<file path="config.mk">
export PLATFORM = sky130hd
export DESIGN_NAME = fetch_unit
export DESIGN_NICKNAME = d
export VERILOG_FILES = /design/src/rtl/fetch_pkg.sv /design/src/rtl/fu_line_cache.sv /design/src/rtl/fu_pc_track.sv /design/src/rtl/fu_fill_ctrl.sv /design/src/rtl/fetch_unit.sv
export SDC_FILE = /design/constraint.sdc
export NUM_CORES = 1
export LEC_CHECK = 0
export ABC_CLOCK_PERIOD_IN_PS = 4100
export BUFFER_PORTS_ARGS = -buffer_cell sky130_fd_sc_hd__buf_2
export CORE_ASPECT_RATIO = 0.7
export CORE_MARGIN = 2
export CORE_UTILIZATION = 35
export CTS_BUF_LIST = sky130_fd_sc_hd__clkbuf_8 sky130_fd_sc_hd__clkbuf_16
export DETAILED_ROUTE_END_ITERATION = 8
export MAX_ROUTING_LAYER = met4
export PLACE_DENSITY = 0.5
export SETUP_SLACK_MARGIN = 0.2
export SYNTH_ARGS = -nofsm -noshare
export SYNTH_HDL_FRONTEND = slang
export SYNTH_HIERARCHICAL = 1
export SYNTH_SLANG_ARGS = --single-unit
</file>
<file path="constraint.sdc">
create_clock -name clk_i -period 4.1 [get_ports clk_i]
set_input_delay 1.23 -clock clk_i [delete_from_list [all_inputs] [get_ports clk_i]]
set_output_delay 1.23 -clock clk_i [all_outputs]
set_load 0.05 [all_outputs]
</file>
<file path="src/rtl/fetch_pkg.sv">
package fetch_pkg;
  localparam int FIELD_W    = 3;
  localparam int OFF_W      = 12;
  localparam int WORD_W     = 12;
  localparam int LINE_WORDS = 8;
  localparam int LINES      = 8;
  localparam int GEN_W      = 4;
endpackage

</file>
<file path="src/rtl/fu_line_cache.sv">
module fu_line_cache #(
  parameter int LADDR_W = 12,
  parameter int LINES   = 8,
  parameter int LINE_W  = 96
) (
  input  logic               clk_i,
  input  logic               rst_ni,
  input  logic [LADDR_W-1:0] look_line_i,
  output logic               hit_o,
  output logic [LINE_W-1:0]  look_data_o,
  input  logic               wr_en_i,
  input  logic [LADDR_W-1:0] wr_line_i,
  input  logic [LINE_W-1:0]  wr_data_i
);
  localparam int IDX_W = $clog2(LINES);
  localparam int TAG_W = LADDR_W - IDX_W;

  logic              valid_q [LINES];
  logic [TAG_W-1:0]  tag_q   [LINES];
  logic [LINE_W-1:0] data_q  [LINES];

  logic [IDX_W-1:0] rd_idx, wr_idx;
  logic [TAG_W-1:0] rd_tag, wr_tag;

  assign rd_idx = look_line_i[IDX_W-1:0];
  assign rd_tag = look_line_i[LADDR_W-1:IDX_W];
  assign wr_idx = wr_line_i[IDX_W-1:0];
  assign wr_tag = wr_line_i[LADDR_W-1:IDX_W];

  for (genvar i = 0; i < LINES; i++) begin : g_line
    always_ff @(posedge clk_i or negedge rst_ni) begin
      if (!rst_ni) begin
        valid_q[i] <= 1'b0;
        tag_q[i]   <= '0;
      end else if (wr_en_i && wr_idx == IDX_W'(i)) begin
        valid_q[i] <= 1'b1;
        tag_q[i]   <= wr_tag;
      end
    end
    always_ff @(posedge clk_i) begin
      if (wr_en_i && wr_idx == IDX_W'(i)) data_q[i] <= wr_data_i;
    end
  end

  assign hit_o       = valid_q[rd_idx] && (tag_q[rd_idx] == rd_tag);
  assign look_data_o = data_q[rd_idx];

  // a written line hits next cycle if the lookup stays on it
  a_r3_fill_hits: assert property (@(posedge clk_i) disable iff (!rst_ni)
    wr_en_i && wr_line_i == look_line_i |=> (look_line_i != $past(look_line_i)) || hit_o);
endmodule

</file>
<file path="src/rtl/fu_pc_track.sv">
module fu_pc_track #(
  parameter int PC_W     = 15,
  parameter int OFF_W    = 12,
  parameter int LW_LOG   = 3,
  parameter int GEN_W    = 4,
  parameter logic [PC_W-1:0] RESET_PC = '0
) (
  input  logic             clk_i,
  input  logic             rst_ni,
  input  logic             restart_i,
  input  logic [PC_W-1:0]  restart_pc_i,
  input  logic [GEN_W-1:0] restart_gen_i,
  input  logic             advance_i,
  output logic [PC_W-1:0]  pc_o,
  output logic [GEN_W-1:0] gen_o,
  output logic             first_o
);
  logic [OFF_W-1:0] off_next;
  logic [OFF_W-1:0] off_aligned;

  assign off_aligned = {pc_o[OFF_W-1:LW_LOG], {LW_LOG{1'b0}}};
  assign off_next    = off_aligned + OFF_W'(1 << LW_LOG);

  always_ff @(posedge clk_i or negedge rst_ni) begin
    if (!rst_ni) begin
      pc_o    <= RESET_PC;
      gen_o   <= '0;
      first_o <= 1'b1;
    end else if (restart_i) begin
      pc_o    <= restart_pc_i;
      gen_o   <= restart_gen_i;
      first_o <= 1'b1;
    end else if (advance_i) begin
      pc_o    <= {pc_o[PC_W-1:OFF_W], off_next};
      first_o <= 1'b0;
    end
  end

  a_r5_restart_load: assert property (@(posedge clk_i) disable iff (!rst_ni)
    restart_i |=> pc_o == $past(restart_pc_i) && gen_o == $past(restart_gen_i) && first_o);
  a_r4_advance_field: assert property (@(posedge clk_i) disable iff (!rst_ni)
    advance_i && !restart_i |=> pc_o[LW_LOG-1:0] == '0
      && pc_o[PC_W-1:OFF_W] == $past(pc_o[PC_W-1:OFF_W]) && !first_o);
  a_r7_hold: assert property (@(posedge clk_i) disable iff (!rst_ni)
    !advance_i && !restart_i |=> $stable(pc_o) && $stable(gen_o));
endmodule

</file>
<file path="src/rtl/fu_fill_ctrl.sv">
module fu_fill_ctrl (
  input  logic clk_i,
  input  logic rst_ni,
  input  logic restart_i,
  input  logic emit_i,
  input  logic miss_i,
  input  logic cmd_ready_i,
  output logic cmd_valid_o
);
  logic pend_q;

  assign cmd_valid_o = !restart_i && !pend_q && miss_i;

  always_ff @(posedge clk_i or negedge rst_ni) begin
    if (!rst_ni)                        pend_q <= 1'b0;
    else if (restart_i || emit_i)       pend_q <= 1'b0;
    else if (cmd_valid_o && cmd_ready_i) pend_q <= 1'b1;
  end

  // one fill at a time
  a_r2_single_fill: assert property (@(posedge clk_i) disable iff (!rst_ni)
    cmd_valid_o && cmd_ready_i |=> !cmd_valid_o);
  a_r2_no_emit_on_miss: assert property (@(posedge clk_i) disable iff (!rst_ni)
    emit_i |-> !miss_i);
endmodule

</file>
<file path="src/rtl/fetch_unit.sv">
module fetch_unit
  import fetch_pkg::*;
#(
  parameter int FLD_W  = FIELD_W,
  parameter int OFS_W  = OFF_W,
  parameter int WRD_W  = WORD_W,
  parameter int LWORDS = LINE_WORDS,
  parameter int NLINES = LINES,
  parameter int TAG_GW = GEN_W,
  localparam int PC_W    = FLD_W + OFS_W,
  localparam int LW_LOG  = $clog2(LWORDS),
  localparam int LADDR_W = PC_W - LW_LOG,
  localparam int LINE_W  = WRD_W * LWORDS
) (
  input  logic               clk_i,
  input  logic               rst_ni,
  input  logic               restart_i,
  input  logic [PC_W-1:0]    restart_pc_i,
  input  logic [TAG_GW-1:0]  restart_gen_i,
  output logic               bnd_valid_o,
  input  logic               bnd_ready_i,
  output logic [PC_W-1:0]    bnd_pc_o,
  output logic [TAG_GW-1:0]  bnd_gen_o,
  output logic               bnd_first_o,
  output logic [LINE_W-1:0]  bnd_data_o,
  output logic               cmd_valid_o,
  input  logic               cmd_ready_i,
  output logic [LADDR_W-1:0] cmd_line_o,
  input  logic               rsp_valid_i,
  input  logic [LADDR_W-1:0] rsp_line_i,
  input  logic [LINE_W-1:0]  rsp_data_i
);
  logic            hit;
  logic            emit;
  logic [PC_W-1:0] pc;

  fu_pc_track #(.PC_W(PC_W), .OFF_W(OFS_W), .LW_LOG(LW_LOG), .GEN_W(TAG_GW)) u_pc (
    .clk_i, .rst_ni, .restart_i, .restart_pc_i, .restart_gen_i,
    .advance_i(emit), .pc_o(pc), .gen_o(bnd_gen_o), .first_o(bnd_first_o)
  );

  fu_line_cache #(.LADDR_W(LADDR_W), .LINES(NLINES), .LINE_W(LINE_W)) u_cache (
    .clk_i, .rst_ni, .look_line_i(pc[PC_W-1:LW_LOG]), .hit_o(hit),
    .look_data_o(bnd_data_o), .wr_en_i(rsp_valid_i), .wr_line_i(rsp_line_i),
    .wr_data_i(rsp_data_i)
  );

  fu_fill_ctrl u_fill (
    .clk_i, .rst_ni, .restart_i, .emit_i(emit), .miss_i(!hit),
    .cmd_ready_i, .cmd_valid_o
  );

  // restart wins over emission
  assign bnd_valid_o = !restart_i && hit;
  assign emit        = bnd_valid_o && bnd_ready_i;
  assign bnd_pc_o    = pc;
  assign cmd_line_o  = pc[PC_W-1:LW_LOG];

  a_r6_first_clears: assert property (@(posedge clk_i) disable iff (!rst_ni)
    emit && !restart_i |=> !bnd_first_o);
  a_r5_gen_stable: assert property (@(posedge clk_i) disable iff (!rst_ni)
    !restart_i |=> $stable(bnd_gen_o));
  a_r2_excl: assert property (@(posedge clk_i) disable iff (!rst_ni)
    !(bnd_valid_o && cmd_valid_o));
endmodule

</file>
==> results.md <==
* Setup crit end kind: output port
* XOR/XNOR Fraction of Synth Area at less than 1%
* IO Pins at 263
* Yosys cell types at 36
* Num CTS Buffers at approximately 90
* Failing checks: setup timing
* Final setup violation count at 13
* Most common cell on crit path: buf_6
* Most common cell after layout, fill and taps aside: edfxtp_1
* Power Dens Cells at between 500 and 600 nW/um2
* Post-layout minimum cycle time at 4.35 ns
* Synth Register Bits at between 800 and 900
* Worst skew pair latency at 0.67 ns
* Compound-Gate Fraction of Synth Area at 0.276%
* Rel. slew slack at a little over half
* CTS max path bufs at 3
* Via Count at ~16000
* Max Fanout on Critical Path at 6
* R2R Setup Slk at 0.63 ns
* Vias in the first global route at 17400
* Synth Area in Adders at less than 1%
* Initial Util at around 36%
* Post-synthesis mux area share at between 10% and 20%
* Die width at between 300 and 400 um
* Layout Skew at ~0.012 ns
* DIE AREA at 98400 um2
* Worst path setup slack after routing at -0.252 ns
* Die Ht at around 260 um
* HP Class: register to register
* Worst-path cell chain: buf_6 > buf_6 > mux4_2 > mux2i_2 > xor2_1 > nand4_1 > nor3_4 > inv_1 > nor3b_4 > buf_6
* Run status: finished, violations left
* Max-Cap Viols at 0
* GRT overflow at 0
* Most frequent cells in the layout: edfxtp_1 (768), mux4_2 (211), buf_2 (166), nand2_1 (120), dfrtp_1 (97)
* Synth warn at 6
* Clock transition at the registers of the reported paths at roughly 0.060 ns
* Area Overhead vs Synth at 26.6%
* Crit path DAT at between 3 and 4 ns
* Crit-path max cell delay at roughly 0.53 ns
* Post-DP HPWL at a little over 40000 um
* 1st-iter DRT viols at about 1400
* Detailed Route WL at 82700 um
* Core Area at 94400 um2
* Total GRT Usage at between 10% and 20%
* FF-to-FF path depth at 11
* Worst path required time at 2.87 ns
* Net Count, Synth at 1646
* DR WL/cell at ~26 um
* Htree depth at 3
* Share of cells above drive strength 1 at between 40% and 50%
* Row count at 94
* DRC at 0
* Syn Area/Cell at between 20 and 25 um2
* Max Clock Freq at 230 MHz
* Final period util at 106%
* CP delay by family, top: multiplexers
* CTS Sinks at 869
* Max IR drop VDD at around 0.36 mV
* Leakage at 14.9 nW
* CP Launch Type: register
* Syn Inst Count at roughly 1500
* Final ANT Viol Nets at 0
* Worst hold margin at ~0.47 ns
* RSZ-0062 raised after global routing: true
* Register area share after synthesis at approximately 76%
* Routability cong. at ~0.70
* Pwr Total at 21.5 mW
* Reg2reg start: u_pc/pc_o[4]
* Net count reported at finish at 2050
* Vias/cell at 5.08
* Slew @ Worst Pin at 0.719 ns
* IO buf count at 262
* Worst R2R End: u_pc/pc_o[10]
* CP Buf/Inv Count at 4
* First-pass GRT wire length at roughly 120000 um
* Last element of the critical path: cmd_valid_o
* Largest net degree at the start of global routing at 83
* Final Slew Violations at 0
* CP max-delay cell: dfrtp_4
* Pre-antenna DRT Iters at 7
* CTS root buffer: clkbuf_16
* Critical Path Stages at 10
* CP Launch Point: u_pc/pc_o[4]
* Antenna violations before repair at 10
* CTS tree: yes
* Crit Path Class: register to output port
* Cell Area, Synth at 33500 um2
* Main combinational cell family by area after synthesis: multiplexers
* Final Hold Fails at 0
* Post-Synth Simple-Gate Area at 2.25%
[where the power goes]
group | internal (mW) | total [mW] | switching (mW)
clock network | 4.48 | 7.89 | 3.40
logic | 1.60 | 3.39 | 1.79
registers | 10.1 | 10.2 | 0.159
[repair_timing]
action / CTS / global route
resized for setup: 371 / 93
pin swaps: 4 / 6
hold buffers: 0 / 0
gates cloned: 30 / 4
setup endpoints to repair: 98 / 98
setup buffers: 39 / 12
[worst min-delay path: cells and delay by family (launching register included)]
family | cells | cell delay [ns]
flops | 1 | 0.34
simple gates | 2 | 0.10
[synthesized netlist by cell type]
cell	instances	share of area (%)
a21oi_1	1	0.015
buf_4	31	0.69
nand3_1	7	0.10
mux2i_1	10	0.30
dfrtp_1	100	7.5
nand2b_1	6	0.11
a22o_1	3	0.078
nor3_2	2	0.060
mux4_2	209	14
buf_6	5	0.17
or2_2	4	0.075
ha_1	1	0.037
a21o_1	1	0.022
o2111ai_1	1	0.026
nand4_2	2	0.075
or4_1	4	0.090
clkbuf_1	15	0.17
o21ai_0	9	0.13
nand4_1	4	0.075
nor2_1	1	0.011
nor3_1	2	0.030
nor3b_1	2	0.045
nor2b_1	5	0.093
nor3b_2	1	0.037
xor2_1	12	0.31
nand4b_1	3	0.078
edfxtp_1	768	69
xnor2_1	1	0.026
dfstp_2	1	0.078
buf_2	32	0.48
and3b_1	1	0.026
nand2_1	120	1.3
mux4_1	3	0.24
clkinv_1	4	0.045
mux2_2	139	4.7
inv_1	2	0.022
[logic make-up (layout without fill, tap and decap cells)]
group           after synthesis  in the layout
simple gates                164            164
compound gates               15             15
other cells                   0             10
xor+xnor                     13             13
mux                         361            361
buf+inv                      89            561
fa+ha+maj                     1              1
flops                       869            869
[worst min path at each step]
stage,slack [ns],to,cells past startpoint,start
2_1_floorplan,0.43,u_cache/valid_q[1],1,u_cache/valid_q[1]
3_3_place_gp,0.44,u_cache/valid_q[0],1,u_cache/valid_q[0]
3_5_place_dp,0.45,u_cache/valid_q[5],1,u_cache/valid_q[5]
4_1_cts,0.47,u_cache/valid_q[2],1,u_cache/valid_q[2]
5_1_grt,0.49,u_cache/tag_q[19],2,u_cache/tag_q[19]
6_report,0.47,u_cache/tag_q[13],2,u_cache/tag_q[13]
[per-stage QoR]
stage / area [um2] / setup WS [ns] / utilization, % / TNS [ns] / instances
final: 42500 / -0.252 / 45.0 / -0.514 / 3242
after global routing: 42500 / -0.408 / 45.0 / -7.39 / 3241
after CTS: 41900 / -0.277 / 44.4 / -3.05 / 3216
after detailed placement: 36700 / 0.293 / 38.8 / 0 / 2989
after global placement: 36700 / 0.301 / 38.8 / 0 / 2989
after floorplan: 33600 / 0.244 / - / 0 / 1512
[state kept, by name, indices dropped and copies added, names as in the netlist]
register,count
u_cache/data_q,768
u_cache/tag_q,72
u_pc/pc_o,15
u_cache/valid_q,8
u_pc/gen_o,4
u_fill/pend_q,1
u_pc/first_o,1
[layer usage]
layer / track usage [%] / up-vias / part of all wire, % / wire (um)
met2: 26.5 / 368 / 48 / 39600
met1: 23.4 / 8934 / 45 / 37100
li1: - / 7048 / - / -
met3: 4.30 / 112 / 5.4 / 4510
met4: 3.97 / 0 / 1.9 / 1550
met5: - / - / 0 / 0
[area by class of cell]
type | count | area (um2)
fill | 7960 | 52000
sequential | 869 | 25600
multi-input combinational | 554 | 7790
timing repair buffer | 397 | 4650
clock buffer | 88 | 2200
tap | 1248 | 1560
clock inverter | 70 | 599
inverter | 6 | 32.5
antenna | 10 | 25.0
(Power assumes the default switching activity.)
